**src/rtl/sram_wr_pkg.sv**
```systemverilog
package sram_wr_pkg;

  typedef enum logic [1:0] {
    ST_IDLE  = 2'd0,
    ST_ADDR  = 2'd1,
    ST_PULSE = 2'd2,
    ST_REC   = 2'd3
  } wr_state_e;

  localparam logic MODE_RW_CTRL = 1'b0;
  localparam logic MODE_CE_CTRL = 1'b1;

  function automatic int unsigned max2(input int unsigned a, input int unsigned b);
    return (a > b) ? a : b;
  endfunction

  // Memory outputs are live at the pulse start only for a read/write-controlled
  // write with output-enable low.
  function automatic bit bus_contended(input logic mode, input logic oe_low);
    return (mode == MODE_RW_CTRL) && oe_low;
  endfunction

  function automatic int unsigned overlap_cycles(input int unsigned wp, input int unsigned dw,
                                                 input int unsigned wz, input logic mode,
                                                 input logic oe_low);
    if (bus_contended(mode, oe_low)) return max2(max2(wp, wz + dw), 1);
    return max2(max2(wp, dw), 1);
  endfunction

  function automatic int unsigned drive_delay(input int unsigned wz, input logic mode,
                                              input logic oe_low);
    return bus_contended(mode, oe_low) ? wz : 0;
  endfunction

  function automatic int unsigned recovery_cycles(input int unsigned wr, input int unsigned dh);
    return max2(max2(wr, dh), 1);
  endfunction

endpackage

```
**src/rtl/sram_wr_timer.sv**
```systemverilog
module sram_wr_timer #(
  parameter int unsigned CNT_W = 6
) (
  input  logic             clk,
  input  logic             rst,
  input  logic             restart,
  output logic [CNT_W-1:0] elapsed
);

  localparam logic [CNT_W-1:0] CNT_MAX = '1;

  always_ff @(posedge clk) begin
    if (rst)                    elapsed <= '0;
    else if (restart)           elapsed <= '0;
    else if (elapsed != CNT_MAX) elapsed <= elapsed + 1'b1;
  end

endmodule

```
**src/rtl/sram_wr_fsm.sv**
```systemverilog
module sram_wr_fsm
  import sram_wr_pkg::*;
#(
  parameter int unsigned ADDR_W = 12,
  parameter int unsigned DATA_W = 8,
  parameter int unsigned CNT_W  = 6,
  parameter int unsigned T_AS   = 2,
  parameter int unsigned T_WP   = 3,
  parameter int unsigned T_DW   = 2,
  parameter int unsigned T_DH   = 1,
  parameter int unsigned T_WR   = 2,
  parameter int unsigned T_WZ   = 2
) (
  input  logic              clk,
  input  logic              rst,
  input  logic              req,
  input  logic              wr_mode,
  input  logic              oe_low,
  input  logic [ADDR_W-1:0] addr,
  input  logic [DATA_W-1:0] wdata,
  input  logic [CNT_W-1:0]  elapsed,
  output logic              restart,
  output wr_state_e         state,
  output logic              lat_mode,
  output logic              lat_oe_low,
  output logic [ADDR_W-1:0] lat_addr,
  output logic [DATA_W-1:0] lat_wdata,
  output logic [CNT_W-1:0]  pulse_len,
  output logic [CNT_W-1:0]  drive_wait,
  output logic              done_q
);

  localparam logic [CNT_W-1:0] AS_LEN  = CNT_W'(max2(T_AS, 1));
  localparam logic [CNT_W-1:0] REC_LEN = CNT_W'(recovery_cycles(T_WR, T_DH));

  logic [CNT_W-1:0] cur_len;
  logic             phase_end;
  logic             accept;
  wr_state_e        state_nx;

  assign accept = (state == ST_IDLE) && req;

  always_comb begin
    unique case (state)
      ST_ADDR:  cur_len = AS_LEN;
      ST_PULSE: cur_len = pulse_len;
      ST_REC:   cur_len = REC_LEN;
      default:  cur_len = '0;
    endcase
  end

  assign phase_end = (state != ST_IDLE) && (elapsed == cur_len - 1'b1);
  assign restart   = phase_end || (state == ST_IDLE);

  always_comb begin
    state_nx = state;
    unique case (state)
      ST_IDLE:  if (accept)    state_nx = ST_ADDR;
      ST_ADDR:  if (phase_end) state_nx = ST_PULSE;
      ST_PULSE: if (phase_end) state_nx = ST_REC;
      ST_REC:   if (phase_end) state_nx = ST_IDLE;
      default:                 state_nx = ST_IDLE;
    endcase
  end

  always_ff @(posedge clk) begin
    if (rst) begin
      state      <= ST_IDLE;
      lat_mode   <= MODE_RW_CTRL;
      lat_oe_low <= 1'b0;
      lat_addr   <= '0;
      lat_wdata  <= '0;
      pulse_len  <= '0;
      drive_wait <= '0;
      done_q     <= 1'b0;
    end else begin
      state  <= state_nx;
      done_q <= (state == ST_REC) && phase_end;
      if (accept) begin
        lat_mode   <= wr_mode;
        lat_oe_low <= oe_low;
        lat_addr   <= addr;
        lat_wdata  <= wdata;
        pulse_len  <= CNT_W'(overlap_cycles(T_WP, T_DW, T_WZ, wr_mode, oe_low));
        drive_wait <= CNT_W'(drive_delay(T_WZ, wr_mode, oe_low));
      end
    end
  end


  done_pulse_chk: assert property (@(posedge clk) disable iff (rst)
    done_q |=> !done_q);


  done_idle_chk: assert property (@(posedge clk) disable iff (rst)
    done_q |-> (state == ST_IDLE));


  latch_hold_chk: assert property (@(posedge clk) disable iff (rst)
    (state != ST_IDLE) |=> $stable(lat_addr) && $stable(lat_wdata) && $stable(lat_mode));

endmodule

```
**src/rtl/sram_wr_pins.sv**
```systemverilog
module sram_wr_pins
  import sram_wr_pkg::*;
#(
  parameter int unsigned CNT_W = 6,
  parameter int unsigned T_DH  = 1
) (
  input  logic             clk,
  input  logic             rst,
  input  wr_state_e        state,
  input  logic             lat_mode,
  input  logic             lat_oe_low,
  input  logic [CNT_W-1:0] elapsed,
  input  logic [CNT_W-1:0] drive_wait,
  input  logic [CNT_W-1:0] pulse_len,
  output logic             ce_n,
  output logic             rw_n,
  output logic             oe_n,
  output logic             dq_oe,
  output logic             busy
);

  localparam logic [CNT_W-1:0] DH_LEN = CNT_W'(T_DH);

  logic in_addr, in_pulse, in_rec;
  logic lead_low, ctrl_low;
  logic both_low, mem_drives;
  logic [CNT_W-1:0] ovl_run;

  assign in_addr  = (state == ST_ADDR);
  assign in_pulse = (state == ST_PULSE);
  assign in_rec   = (state == ST_REC);
  assign busy     = (state != ST_IDLE);

  assign lead_low = in_addr || in_pulse;
  assign ctrl_low = in_pulse;

  assign ce_n  = (lat_mode == MODE_RW_CTRL) ? !lead_low : !ctrl_low;
  assign rw_n  = (lat_mode == MODE_RW_CTRL) ? !ctrl_low : !lead_low;
  assign oe_n  = !(busy && lat_oe_low);
  assign dq_oe = (in_pulse && (elapsed >= drive_wait)) || (in_rec && (elapsed < DH_LEN));

  // Observation wires for the checks below.
  assign both_low   = !ce_n && !rw_n;
  assign mem_drives = !ce_n && rw_n && !oe_n;

  always_ff @(posedge clk) begin
    if (rst)           ovl_run <= '0;
    else if (both_low) ovl_run <= ovl_run + 1'b1;
    else               ovl_run <= '0;
  end


  bus_clash_chk: assert property (@(posedge clk) disable iff (rst)
    !(dq_oe && mem_drives));


  idle_safe_chk: assert property (@(posedge clk) disable iff (rst)
    !busy |-> (ce_n && rw_n && oe_n && !dq_oe));


  overlap_len_chk: assert property (@(posedge clk) disable iff (rst)
    $fell(both_low) |-> (ovl_run >= pulse_len));


  strobe_rise_chk: assert property (@(posedge clk) disable iff (rst)
    $rose(ce_n) |-> rw_n);

endmodule

```
**src/rtl/sram_wr_seq.sv**
```systemverilog
module sram_wr_seq
  import sram_wr_pkg::*;
#(
  parameter int unsigned ADDR_W = 12,
  parameter int unsigned DATA_W = 8,
  parameter int unsigned T_AS   = 2,
  parameter int unsigned T_WP   = 3,
  parameter int unsigned T_DW   = 2,
  parameter int unsigned T_DH   = 1,
  parameter int unsigned T_WR   = 2,
  parameter int unsigned T_WZ   = 2,
  parameter int unsigned CNT_W  = 6
) (
  input  logic              clk,
  input  logic              rst,
  input  logic              req,
  input  logic              wr_mode,
  input  logic              oe_low,
  input  logic [ADDR_W-1:0] addr,
  input  logic [DATA_W-1:0] wdata,
  output logic              busy,
  output logic              done,
  output logic              sram_ce_n,
  output logic              sram_rw_n,
  output logic              sram_oe_n,
  output logic [ADDR_W-1:0] sram_addr,
  output logic [DATA_W-1:0] sram_dq_out,
  output logic              sram_dq_oe
);

  localparam int unsigned LONGEST = max2(max2(T_AS, overlap_cycles(T_WP, T_DW, T_WZ, 1'b0, 1'b1)),
                                         recovery_cycles(T_WR, T_DH));

  initial begin
    if (LONGEST >= (1 << CNT_W)) $error("CNT_W too small for the configured intervals");
  end

  logic [CNT_W-1:0] elapsed, pulse_len, drive_wait;
  logic             restart, lat_mode, lat_oe_low;
  wr_state_e        state;

  sram_wr_timer #(.CNT_W(CNT_W)) timer_i (
    .clk(clk), .rst(rst), .restart(restart), .elapsed(elapsed)
  );

  sram_wr_fsm #(
    .ADDR_W(ADDR_W), .DATA_W(DATA_W), .CNT_W(CNT_W), .T_AS(T_AS), .T_WP(T_WP),
    .T_DW(T_DW), .T_DH(T_DH), .T_WR(T_WR), .T_WZ(T_WZ)
  ) fsm_i (
    .clk(clk), .rst(rst), .req(req), .wr_mode(wr_mode), .oe_low(oe_low),
    .addr(addr), .wdata(wdata), .elapsed(elapsed), .restart(restart),
    .state(state), .lat_mode(lat_mode), .lat_oe_low(lat_oe_low),
    .lat_addr(sram_addr), .lat_wdata(sram_dq_out), .pulse_len(pulse_len),
    .drive_wait(drive_wait), .done_q(done)
  );

  sram_wr_pins #(.CNT_W(CNT_W), .T_DH(T_DH)) pins_i (
    .clk(clk), .rst(rst), .state(state), .lat_mode(lat_mode), .lat_oe_low(lat_oe_low),
    .elapsed(elapsed), .drive_wait(drive_wait), .pulse_len(pulse_len),
    .ce_n(sram_ce_n), .rw_n(sram_rw_n), .oe_n(sram_oe_n), .dq_oe(sram_dq_oe), .busy(busy)
  );


  addr_hold_chk: assert property (@(posedge clk) disable iff (rst)
    (!sram_ce_n && !sram_rw_n) |-> $stable(sram_addr));


  oe_follow_chk: assert property (@(posedge clk) disable iff (rst)
    (busy && !sram_oe_n) |=> (sram_oe_n == !busy || !sram_oe_n));

endmodule

```
**config.mk**
```make
export PLATFORM = sky130hd
export DESIGN_NAME = sram_wr_seq
export DESIGN_NICKNAME = d
export VERILOG_FILES = /design/src/rtl/sram_wr_pkg.sv /design/src/rtl/sram_wr_timer.sv /design/src/rtl/sram_wr_fsm.sv /design/src/rtl/sram_wr_pins.sv /design/src/rtl/sram_wr_seq.sv
export SDC_FILE = /design/constraint.sdc
export NUM_CORES = 1
export LEC_CHECK = 0
export ABC_AREA = 1
export CORE_MARGIN = 2
export CORE_UTILIZATION = 43
export DETAILED_ROUTE_END_ITERATION = 10
export HOLD_SLACK_MARGIN = 0.06
export PLACE_DENSITY = 0.86
export SLEW_MARGIN = 20
export SYNTH_ARGS = -nofsm -noshare
export SYNTH_HDL_FRONTEND = slang
export SYNTH_HIERARCHICAL = 1
export SYNTH_SLANG_ARGS = --single-unit
```
**constraint.sdc**
```tcl
create_clock -name clk -period 2.2 [get_ports clk]
set_input_delay 0.33 -clock clk [delete_from_list [all_inputs] [get_ports clk]]
set_output_delay 0.33 -clock clk [all_outputs]
set_load 0.01 [all_outputs]
```
Word level (Yosys, flattened, before mapping). Index checks and enable logic that the tools add are counted.

Logic and storage cells: 55. Output and inout port bits: 26. Bits of input ports: 25. Register bits after elaboration: 43.

Order comparisons: 2. Bitwise logic cells: 1. Muxes and demuxes: 14. Add/subtract/negate cells: 2. Equal/unequal tests: 9. Reductions and logical operators: 18.

Operators with widths (number): 6-bit one-hot mux with 2 select lines (1); 2-bit two-way mux (5); 2-bit one-hot mux with 4 select lines (1); 1-bit logical AND (7); 6-bit by 1-bit adder with 6-bit output (second input constant) (1); 6-bit == test (1); 6-bit >= comparator (1); 6-bit by 1-bit < comparator with 1-bit output (second input constant) (1); 3-bit two-way mux (2); 2-bit != test (second input constant) (3); 6-bit != test (second input constant) (1); 6-bit by 1-bit subtractor with 6-bit output (second input constant) (1); 1-bit two-way mux (5); 2-bit == test (second input constant) (2); 4-bit AND reduction (1); 2-bit OR reduction (2); 1-bit zero test (3); 1-bit logical OR (3); 2-bit by 1-bit == test with 1-bit output (second input constant) (1); 2-bit zero test (1); 2-bit by 1-bit != test with 1-bit output (second input constant) (1); 2-bit nonzero test (1); 1-bit NOT (1).

Depth between registers and ports, before layout. Gate-level depths: netlist of the first run.

Word-level depth: 8. Mapped depth: 17. Gate-level depth less buffers: 17.

Cells and area by module. The synthesis of the first run kept the hierarchy.

Modules (own cells, without submodules): sram_wr_fsm (area an instance 1265.0 um2, cells an instance 168, instances 1); sram_wr_timer (area an instance 309.0 um2, cells an instance 46, instances 1); sram_wr_pins (area an instance 269.0 um2, cells an instance 48, instances 1).

Worst setup path after synthesis of the first run. No wires, ideal clock.

Path kind: register to register. Start point: register fsm_i.state[1]. End point: register timer_i.elapsed[4]. Arrival time: 2115 ps. Data required time: 2135 ps. Buffers on the path: 0. Stages on the path, launching flop included: 16. Path slack: 21 ps. Library setup time: 65 ps. Cell sequence: dfxtp_1 > inv_1 > ha_1 > inv_6 > nand2_2 > ha_1 > ha_1 > nor2_1 > nor2_1 > nand3_1 > nor2_4 > nand2_1 > nand2_1 > nor2_1 > o21ai_0 > nor2_1.

Word-level cells in the longest chain between the ends: 8.

RTL lines: start: declaration (line sram_wr_fsm.sv:23) `output wr_state_e state,`; start signal: assignment (line sram_wr_fsm.sv:77) `state <= state_nx;`; 2-bit == test / 2-bit by 1-bit == test with 1-bit output (equally long branches) (line sram_wr_fsm.sv:44) `unique case (state)`; 2-bit OR reduction (no line); 6-bit one-hot mux with 2 select lines (line sram_wr_fsm.sv:44); 6-bit by 1-bit subtractor with 6-bit output (line sram_wr_fsm.sv:52) `assign phase_end = (state != ST_IDLE) && (elapsed == cur_len - 1'b1);`; 6-bit == test (line sram_wr_fsm.sv:52); 1-bit logical AND (line sram_wr_fsm.sv:52); 1-bit logical OR * (line sram_wr_fsm.sv:53) `assign restart = phase_end || (state == ST_IDLE);`; named net restart (line sram_wr_seq.sv:39) `logic restart, lat_mode, lat_oe_low;`; 2-bit OR reduction (no line) *; end signal: assignment (line sram_wr_timer.sv:15) `else if (elapsed != CNT_MAX) elapsed <= elapsed + 1'b1;`; end: declaration (line sram_wr_timer.sv:7) `output logic [CNT_W-1:0] elapsed`.

The timed path passes the listed nets; every way through them passes the cells marked *. A chain may end at the register's enable or synchronous reset.

Final worst setup path of the first run.
Start point: register fsm_i.state[0]. End point: register fsm_i.state[0].

Word-level cells in the longest chain between the ends: 8.

RTL lines (line): 2-bit == test / 2-bit by 1-bit == test with 1-bit output (equally long branches) (sram_wr_fsm.sv:44, sram_wr_fsm.sv:57); 2-bit OR reduction (no line); 6-bit one-hot mux with 2 select lines (sram_wr_fsm.sv:44); 6-bit by 1-bit subtractor with 6-bit output (sram_wr_fsm.sv:52); 6-bit == test (sram_wr_fsm.sv:52); 1-bit logical AND (sram_wr_fsm.sv:52); 2-bit != test (no line); 4-bit AND reduction (no line).

Parallel ways exist; a longest one is shown, timed or not.

==> metrics.yaml, run 1 <==
synth:
  synthCells: 257
  yosys_warnings: 6
  synth_area_um2: 1810
  avgSynthCellArea_um2: 7.03
setup_path:
  critical-path-max-stage-delay_ns: 0.38
  worstPathMaxFanout: 5
  crit_end: "fsm_i/state[0]"
  critPathKind: "flip-flop to flip-flop"
  worst_r2r_path_depth: 17
  critPathRequiredTime_ns: 2.42
  end_kind: "flip-flop"
  reg2reg_from: "fsm_i/state[0]"
  r2r-end: "fsm_i/state[0]"
  ff2ff_setup_slack_ns: -0.05
  worstPathCellList: "inv_4 > ha_4 > nand2_4 > nand2_2 > nand2_2 > ha_4 > ha_4 > nand2_1 > inv_1 > nor2_1 > nand3_1 > nor2_4 > buf_6 > nand3_4 > nand3_2 > nand2_1 > nor2_1"
  startpoint: "fsm_i/state[0]"
  cp_slowest_cell: "dfxtp_4"
  start_kind: "flip-flop"
  arrival_ns: 2.47
  crit_path_frequent_cell: "ha_4"
sta:
  period_share: 1.02
  fin_worst_skew_ns: 0.00329
  rsz0062_at_grt: "true"
  hold_ws_ns: 0.484
  min_period_ns: 2.25
  hold_violations: 0
  layout_setup_ws_ns: -0.0537
  fmax_ghz: 0.444
  finalSetupViolCount: 2
  maxSlewViolCount: 0
cts:
  cts_buffers: 5
  clock_latency_ns: 0.29
  clockRootBuffer: "clkbuf_8"
  clockBufferDepth: 2
  htreeDepth: 2
  clkSlewWorstSetupHoldPaths_ns: 0.07
  ctsHoldBuffers: 0
  cts_num_sinks: 33
  cts_tree: "done"
pwr:
  p_per_area_nw_per_um2: 1050
  ir_drop_uv: 392
  p_leak_nw: 1.17
  p_total_mw: 2.78
global_route:
  grtUsageTotal: 0.198
  antenna_found_initial: 0
  grt_start_max_net_pins: 24
  grt_pass1_wl_mm: 6.98
  grt-ovfl-total: 0
  grt_pass1_vias: 1553
finish:
  diodes: 0
  postLayoutCoreUtil: 0.657
  fillers: 317
  nNetsFinal: 362
  stdcell_area_um2: 2650
  area_growth_syn_to_layout_pct: 46.7
  drive_above_1_share: 0.152
floorplan:
  fp-row-count: 23
  fp.coreArea_um2: 4030
  die_h_um: 68.8
  start_util: 0.448
  die_w_um: 68.8
  design.die.area_um2: 4730
  io_pins: 51
status:
  status: "finished with violations"
  violations: "setup timing"
drt:
  drt.antenna.violating_nets: 0
  drc: 0
  drt-initial-drc-count: 93
  first_pass_iters: 5
  viasPerCell: 4.89
  vias: 1820
  drt-wirelength-per-cell_um: 12.9
  drt_wl_total_mm: 4.81
placed_design:
  gp_congestion: 0.761
  portBuffers: 50
  dp_hpwl_mm: 3.14
  dp_slack_ns: -0.149
  dpl_cell_area_um2: 2430
run:
  drv_cap: 0
hold_path:
  worstHoldPathType: "flip-flop to flip-flop"
## registers in the layout, indices dropped and copies added (netlist names), 2 cells and up
| register | count |
|---|---|
| fsm_i/lat_addr | 12 |
| fsm_i/lat_wdata | 8 |
| timer_i/elapsed | 6 |
| fsm_i/state | 2 |
## cell type report
type	count	area [um^2]	share of cell area
Sequential cell	33	669	0.253
Clock buffer	7	86.3	0.0326
Timing Repair Buffer	64	626	0.236
Clock inverter	1	30.0	0.0113
Multi-Input combinational cell	185	1050	0.395
Inverter	32	128	0.0482
Tap cell	50	62.6	0.0236
## how the worst min path moves through the flow
stage,startpoint,end,slack (ns),cells after the start
after floorplan,rst,fsm_i/drive_wait[1],0.40,1
after global placement,fsm_i/lat_addr[1],fsm_i/lat_addr[1],0.46,2
after detailed placement,fsm_i/lat_oe_low,fsm_i/lat_oe_low,0.47,2
after CTS,fsm_i/lat_oe_low,fsm_i/lat_oe_low,0.48,2
after global routing,fsm_i/lat_oe_low,fsm_i/lat_oe_low,0.49,2
final,fsm_i/lat_wdata[4],fsm_i/lat_wdata[4],0.48,2
## what timing repair did
| action | 4_1_cts | 5_1_grt |
|---|---|---|
| setup buffers | 0 | 1 |
| pin swaps | 1 | 9 |
| setup endpoints to repair | 10 | 10 |
| gates resized for setup | 13 | 15 |
## power breakdown
part	total, mW	internal [mW]	switching, mW
Clock	0.599	0.369	0.230
Combinational	1.30	0.643	0.659
Sequential	0.876	0.753	0.123
Total	2.78	1.77	1.01
## stage by stage
step | cells | TNS [ns]
after CTS | 371 | 0
after global placement | 363 | -0.0969
after floorplan | 261 | 0
final | 372 | -0.0732
after global routing | 372 | -0.577
after detailed placement | 363 | -0.720
## critical path: cells and delay by family (launching register included)
| family | cells | cell delay [ns] |
|---|---|---|
| flops | 1 | 0.38 |
| simple gates | 11 | 1.03 |
| fa+ha+maj | 3 | 0.55 |
| buf+inv | 3 | 0.22 |
## per-layer routing
metal  vias to the layer above  GRT usage  share of wire
met2                        53      0.352           0.54
li1                        918          -              -
met5                         -          0              0
met3                        10     0.0438          0.052
met1                       839      0.236           0.39
met4                         0     0.0588          0.017
## layout by cell type (no fill, tap or decap), types with 6 or more instances in the layout
cell type	count
nand2_1	43
nor2_1	62
inv_1	28
ha_1	10
buf_4	12
clkbuf_8	6
clkdlybuf4s50_1	47
dfxtp_1	30
a21oi_1	6
o21ai_0	23
Power figures use the tool's default switching activity.
==> run 2, diff against run 1 <==
CELL_PAD_IN_SITES_DETAIL_PLACEMENT = 1   (was unset)
CELL_PAD_IN_SITES_GLOBAL_PLACEMENT = 2   (was unset)
CORE_UTILIZATION = 23   (was 43)
PLACE_DENSITY = 0.85   (was 0.86)
==> run 2 against run 1 <==
The flow now finishes without violations. Combinational power grew 4%. Global-route usage shrank 7.9 points. Sequential power grew 1%. Wire length grew 3.6%. First-iteration DRC count shrank 45%. Worst setup slack gained 0.086 ns. Critical path type unchanged. Critical endpoint unchanged. Largest power group unchanged.
==> metrics.yaml, run 2 (synthesis gave the netlist of run 1 again) <==
setup_path:
  worstPathCellList: "inv_4 > ha_4 > nand2_4 > nand2_2 > nand2_2 > ha_4 > ha_4 > nand2_2 > inv_2 > nor2_4 > nand3_2 > nor2_4 > buf_6 > nand3_4 > nand3_1 > nand2_1 > nor2_1"
  arrival_ns: 2.39
  cp_slowest_cell: "dfxtp_4"
  critPathKind: "flip-flop to flip-flop"
  start_kind: "flip-flop"
  crit_family: "simple AND/OR/NAND/NOR gates"
  worst-path-buf-inv: 3
  worst_r2r_path_depth: 17
  worstPathMaxFanout: 5
  end_kind: "flip-flop"
  cp.depth: 17
  critPathRequiredTime_ns: 2.42
  critical-path-max-stage-delay_ns: 0.38
finish:
  mostFrequentLayoutCells: "59 x nor2_1, 47 x clkdlybuf4s50_1, 42 x nand2_1"
  stdcell_area_um2: 2800
  nNetsFinal: 370
  drive_above_1_share: 0.194
  regMostFlops: "fsm_i/lat_addr"
  diodes: 0
  area_growth_syn_to_layout_pct: 55.2
  layout_commonest_cell: "nor2_1"
  largest_register_ffs: 12
  largestRegisters: "fsm_i/lat_addr x12, fsm_i/lat_wdata x8, timer_i/elapsed x6"
placed_design:
  gp_congestion: 0.799
  portBuffers: 50
  dpl_cell_area_um2: 2520
  dp_hpwl_mm: 3.67
floorplan:
  fp-row-count: 32
  die_w_um: 92.6
  die_h_um: 92.6
  fp.coreArea_um2: 7650
  design.die.area_um2: 8570
  start_util: 0.236
  io_pins: 51
global_route:
  grtUsageTotal: 0.119
  grt-ovfl-total: 0
  grt_pass1_wl_mm: 8.05
  grt_start_max_net_pins: 24
  antenna_found_initial: 0
  grt_pass1_vias: 1786
pwr:
  p_leak_nw: 1.20
  ir_drop_uv: 302
  p_per_area_nw_per_um2: 1010
drt:
  vias: 1812
  drc: 0
  drt.antenna.violating_nets: 0
  drt_wl_total_mm: 4.99
  viasPerCell: 4.19
  drt-wirelength-per-cell_um: 11.5
  drt-initial-drc-count: 51
  first_pass_iters: 4
cts:
  htreeDepth: 2
  clockBufferDepth: 2
  cts_num_sinks: 33
  cts_tree: "done"
  clockRootBuffer: "clkbuf_8"
  clock_latency_ns: 0.29
  cts_buffers: 5
  clkSlewWorstSetupHoldPaths_ns: 0.07
  ctsHoldBuffers: 0
hold_path:
  worstHoldPathType: "flip-flop to flip-flop"
  min_path_cells: 2
sta:
  hold_ws_ns: 0.485
  rsz0062_at_grt: "true"
  period_share: 0.985
  max_slew_margin: 0.659
  worst_slew_pin_slew_ns: 0.509
  hold_violations: 0
  fmax_ghz: 0.461
  fin_worst_skew_ns: 0.00469
  min_period_ns: 2.17
  finalSetupViolCount: 0
  maxSlewViolCount: 0
run:
  drv_cap: 0
status:
  status: "complete, no violations"
## run 2: worst reg2reg max path: stages, from the launching register on
cell and delay [ns]:
dfxtp_4 0.38, inv_4 0.07, ha_4 0.15, nand2_4 0.07, nand2_2 0.08, nand2_2 0.07, ha_4 0.17, ha_4 0.24
nand2_2 0.06, inv_2 0.04, nor2_4 0.09, nand3_2 0.09, nor2_4 0.10, buf_6 0.11, nand3_4 0.11, nand3_1 0.09
nand2_1 0.06, nor2_1 0.10
## run 2: timing repair
action                     4_1_cts  5_1_grt
cloned                           0        0
setup endpoints to repair       10       11
gates resized for setup         13       26
buffers inserted                 1        4
pin swaps                        2       13
hold endpoints to repair         0        0
## run 2: where the power goes
group / internal (mW) / switching (mW)
clock: 0.369 / 0.228
sequential: 0.754 / 0.135
combinational: 0.687 / 0.668
total: 1.81 / 1.03
## run 2: worst paths after layout
check                                        start                  to  slack, ns
worst min-delay path            fsm_i/lat_wdata[0]  fsm_i/lat_wdata[0]       0.48
worst max register to register      fsm_i/state[0]      fsm_i/state[0]       0.03
worst max-delay path                fsm_i/state[0]      fsm_i/state[0]       0.03
worst min register to register  fsm_i/lat_wdata[0]  fsm_i/lat_wdata[0]       0.48
## run 2: cell type report
class                           count  area (um^2)
Timing Repair Buffer               72          677
Sequential cell                    33          669
Clock inverter                      1         30.0
Fill cell                         927         4850
Multi-Input combinational cell    185         1080
Inverter                           32          130
Tap cell                          102          128
Clock buffer                        7         86.3
## run 2: layer usage
layer / global-route usage / up-vias / wire [um]
met5: 0 / - / 0
met4: 0.0634 / 0 / 97
met3: 0.0252 / 8 / 198
met2: 0.189 / 32 / 2310
met1: 0.150 / 841 / 2380
li1: - / 931 / -
## run 2: stage by stage
step,worst slack (ns),power (mW),TNS (ns),std cells,util
floorplan,0.0206,1.51,0,261,-
global placement,0.0126,2.05,0,420,0.329
detailed placement,-0.0820,2.09,-0.385,420,0.329
CTS,0.00381,2.72,0,428,0.348
global route,-0.132,3.07,-0.377,432,0.366
finish,0.0324,2.84,0,432,0.366
==> run 3, diff against run 2 <==
CORE_UTILIZATION = 28   (was 23)
PLACE_DENSITY = 0.95   (was 0.85)
clock period = 2.7 ns   (was 2.2 ns; I/O delays follow)
==> run 3 against run 2 <==
Global-route usage increased by 2.2 points. Critical path depth decreased by 2. Core utilization increased by 3.0 points. Highest routed layer unchanged. Largest power group unchanged. Critical path type unchanged. Critical endpoint is now timer_i/elapsed[4]. First-iteration DRC count increased by 43%. Largest cell class unchanged. Non-clock buffer count decreased by 20.
==> metrics.yaml, run 3 (synthesis gave the netlist of run 1 again) <==
sta:
  worst_slew_pin_slew_ns: 0.617
  fmax_ghz: 0.409
  period_share: 0.906
  layout_setup_ws_ns: 0.253
  setup_tns_ns: 0
  rsz0062_at_grt: "false"
  min_period_ns: 2.45
  finalSetupViolCount: 0
  maxSlewViolCount: 0
  max_slew_margin: 0.588
  fin_worst_skew_ns: 0.00362
  hold_violations: 0
placed_design:
  dp_hpwl_mm: 3.55
  gp_congestion: 0.764
  place_inst: 379
  dp_slack_ns: 0.157
  portBuffers: 50
floorplan:
  io_pins: 51
  fp.coreArea_um2: 6280
  start_util: 0.288
  die_h_um: 84.3
  design.die.area_um2: 7110
  die_w_um: 84.3
  fp-row-count: 29
drt:
  wl_met1_mm: 2.16
  drt-wirelength-per-cell_um: 12.3
  met2WireLength_mm: 2.40
  drt-initial-drc-count: 73
  first_pass_iters: 4
  drt.antenna.violating_nets: 0
  vias: 1701
  viasPerCell: 4.40
  drt_wl_total_mm: 4.78
  top_layer_used: "met4"
  met3_length_um: 142
  drc: 0
setup_path:
  crit_family: "simple AND/OR/NAND/NOR gates"
  critPathRequiredTime_ns: 2.92
  r2r-end: "timer_i/elapsed[4]"
  end_kind: "flip-flop"
  critical-path-max-stage-delay_ns: 0.43
  worstPathCellList: "inv_1 > ha_1 > inv_6 > nand2_2 > ha_1 > ha_1 > nor2_1 > nor2_1 > nand3_1 > nor2_4 > nand2_1 > nand2_1 > nor2_2 > o21ai_0 > nor2_1"
  arrival_ns: 2.67
  ff2ff_setup_slack_ns: 0.25
  worst_r2r_path_depth: 15
  start_kind: "flip-flop"
  worst-path-buf-inv: 2
  worstPathMaxFanout: 6
  cp_slowest_cell: "dfxtp_1"
  reg2reg_from: "fsm_i/state[1]"
  critPathKind: "flip-flop to flip-flop"
run:
  drv_cap: 0
finish:
  final_cells: 387
  drive_above_1_share: 0.0774
  largest_register_ffs: 12
  diodes: 0
  fillers: 790
  multi_input_area_um2: 973
  seqCellArea_um2: 661
  layout_commonest_cell: "nor2_1"
  largestRegisters: "fsm_i/lat_addr x12, fsm_i/lat_wdata x8, timer_i/elapsed x6"
  nNetsFinal: 350
  regMostFlops: "fsm_i/lat_addr"
  area_growth_syn_to_layout_pct: 37.8
  mostFrequentLayoutCells: "62 x nor2_1, 50 x clkdlybuf4s50_1, 44 x nand2_1"
pwr:
  p_total_mw: 2.10
  p_per_area_nw_per_um2: 845
  p_leak_nw: 1.06
  ir_drop_uv: 353
cts:
  clkSlewWorstSetupHoldPaths_ns: 0.07
  clockBufferDepth: 2
  ctsHoldBuffers: 0
  clock_latency_ns: 0.29
  clockRootBuffer: "clkbuf_8"
  htreeDepth: 2
  cts_tree: "done"
  cts_buffers: 5
  cts_num_sinks: 33
hold_path:
  hp-start: "fsm_i/lat_addr[10]"
  hold_path_end: "fsm_i/lat_addr[10]"
  min_path_cells: 2
  worstHoldPathType: "flip-flop to flip-flop"
global_route:
  antenna_found_initial: 0
  grtUsageTotal: 0.141
  grt_start_max_net_pins: 25
  grt_pass1_wl_mm: 8.13
  grt-ovfl-total: 0
  grt_pass1_vias: 1811
status:
  status: "complete, no violations"
==> run 3: power breakdown <==
group          total [mW]  switching, mW  leakage (nW)  internal (mW)
Sequential          0.701         0.0946         0.272          0.607
Combinational       0.910          0.473         0.732          0.437
Clock               0.491          0.190        0.0585          0.301
==> run 3: per-layer routing <==
layer | up-vias | global-route usage
met5 | - | 0
met4 | 0 | 0.0528
met3 | 7 | 0.0295
met2 | 27 | 0.242
met1 | 774 | 0.173
li1 | 893 | -
==> run 3: worst max path at each step <==
stage / from / endpoint / cells past startpoint
after floorplan: fsm_i/state[1] / timer_i/elapsed[4] / 15
after global placement: fsm_i/state[1] / timer_i/elapsed[4] / 15
after detailed placement: fsm_i/state[0] / timer_i/elapsed[4] / 16
after CTS: fsm_i/state[0] / timer_i/elapsed[4] / 16
after global routing: fsm_i/state[0] / timer_i/elapsed[4] / 17
final: fsm_i/state[1] / timer_i/elapsed[4] / 15
==> run 3: layout make-up <==
type,count,area share
clock buffer,7,0.0347
timing repair buffer,52,0.207
inverter,32,0.0503
tap,77,0.0387
sequential,33,0.266
clock inverter,1,0.0121
multi-input combinational,185,0.391
==> run 3: worst register-to-register path: stages, from the launching register on <==
cell and delay, ns:
dfxtp_1 0.43, inv_1 0.12, ha_1 0.26, inv_6 0.10, nand2_2 0.07, ha_1 0.18, ha_1 0.29, nor2_1 0.11
nor2_1 0.05, nand3_1 0.11, nor2_4 0.05, nand2_1 0.07, nand2_1 0.07, nor2_2 0.24, o21ai_0 0.13, nor2_1 0.09
==> run 3: timing repair <==
action	4_1_cts	5_1_grt
setup endpoints to repair	0	6
gates resized for setup	0	2
hold endpoints to repair	0	0
buffers inserted	0	0
==> run 3: metrics by stage <==
stage / hold WS, ns / util / area [um^2]
after floorplan: 0.439 / - / 1820
after global placement: 0.462 / 0.377 / 2370
after detailed placement: 0.473 / 0.377 / 2370
after CTS: 0.491 / 0.395 / 2480
after global routing: 0.515 / 0.396 / 2490
final: 0.485 / 0.396 / 2490
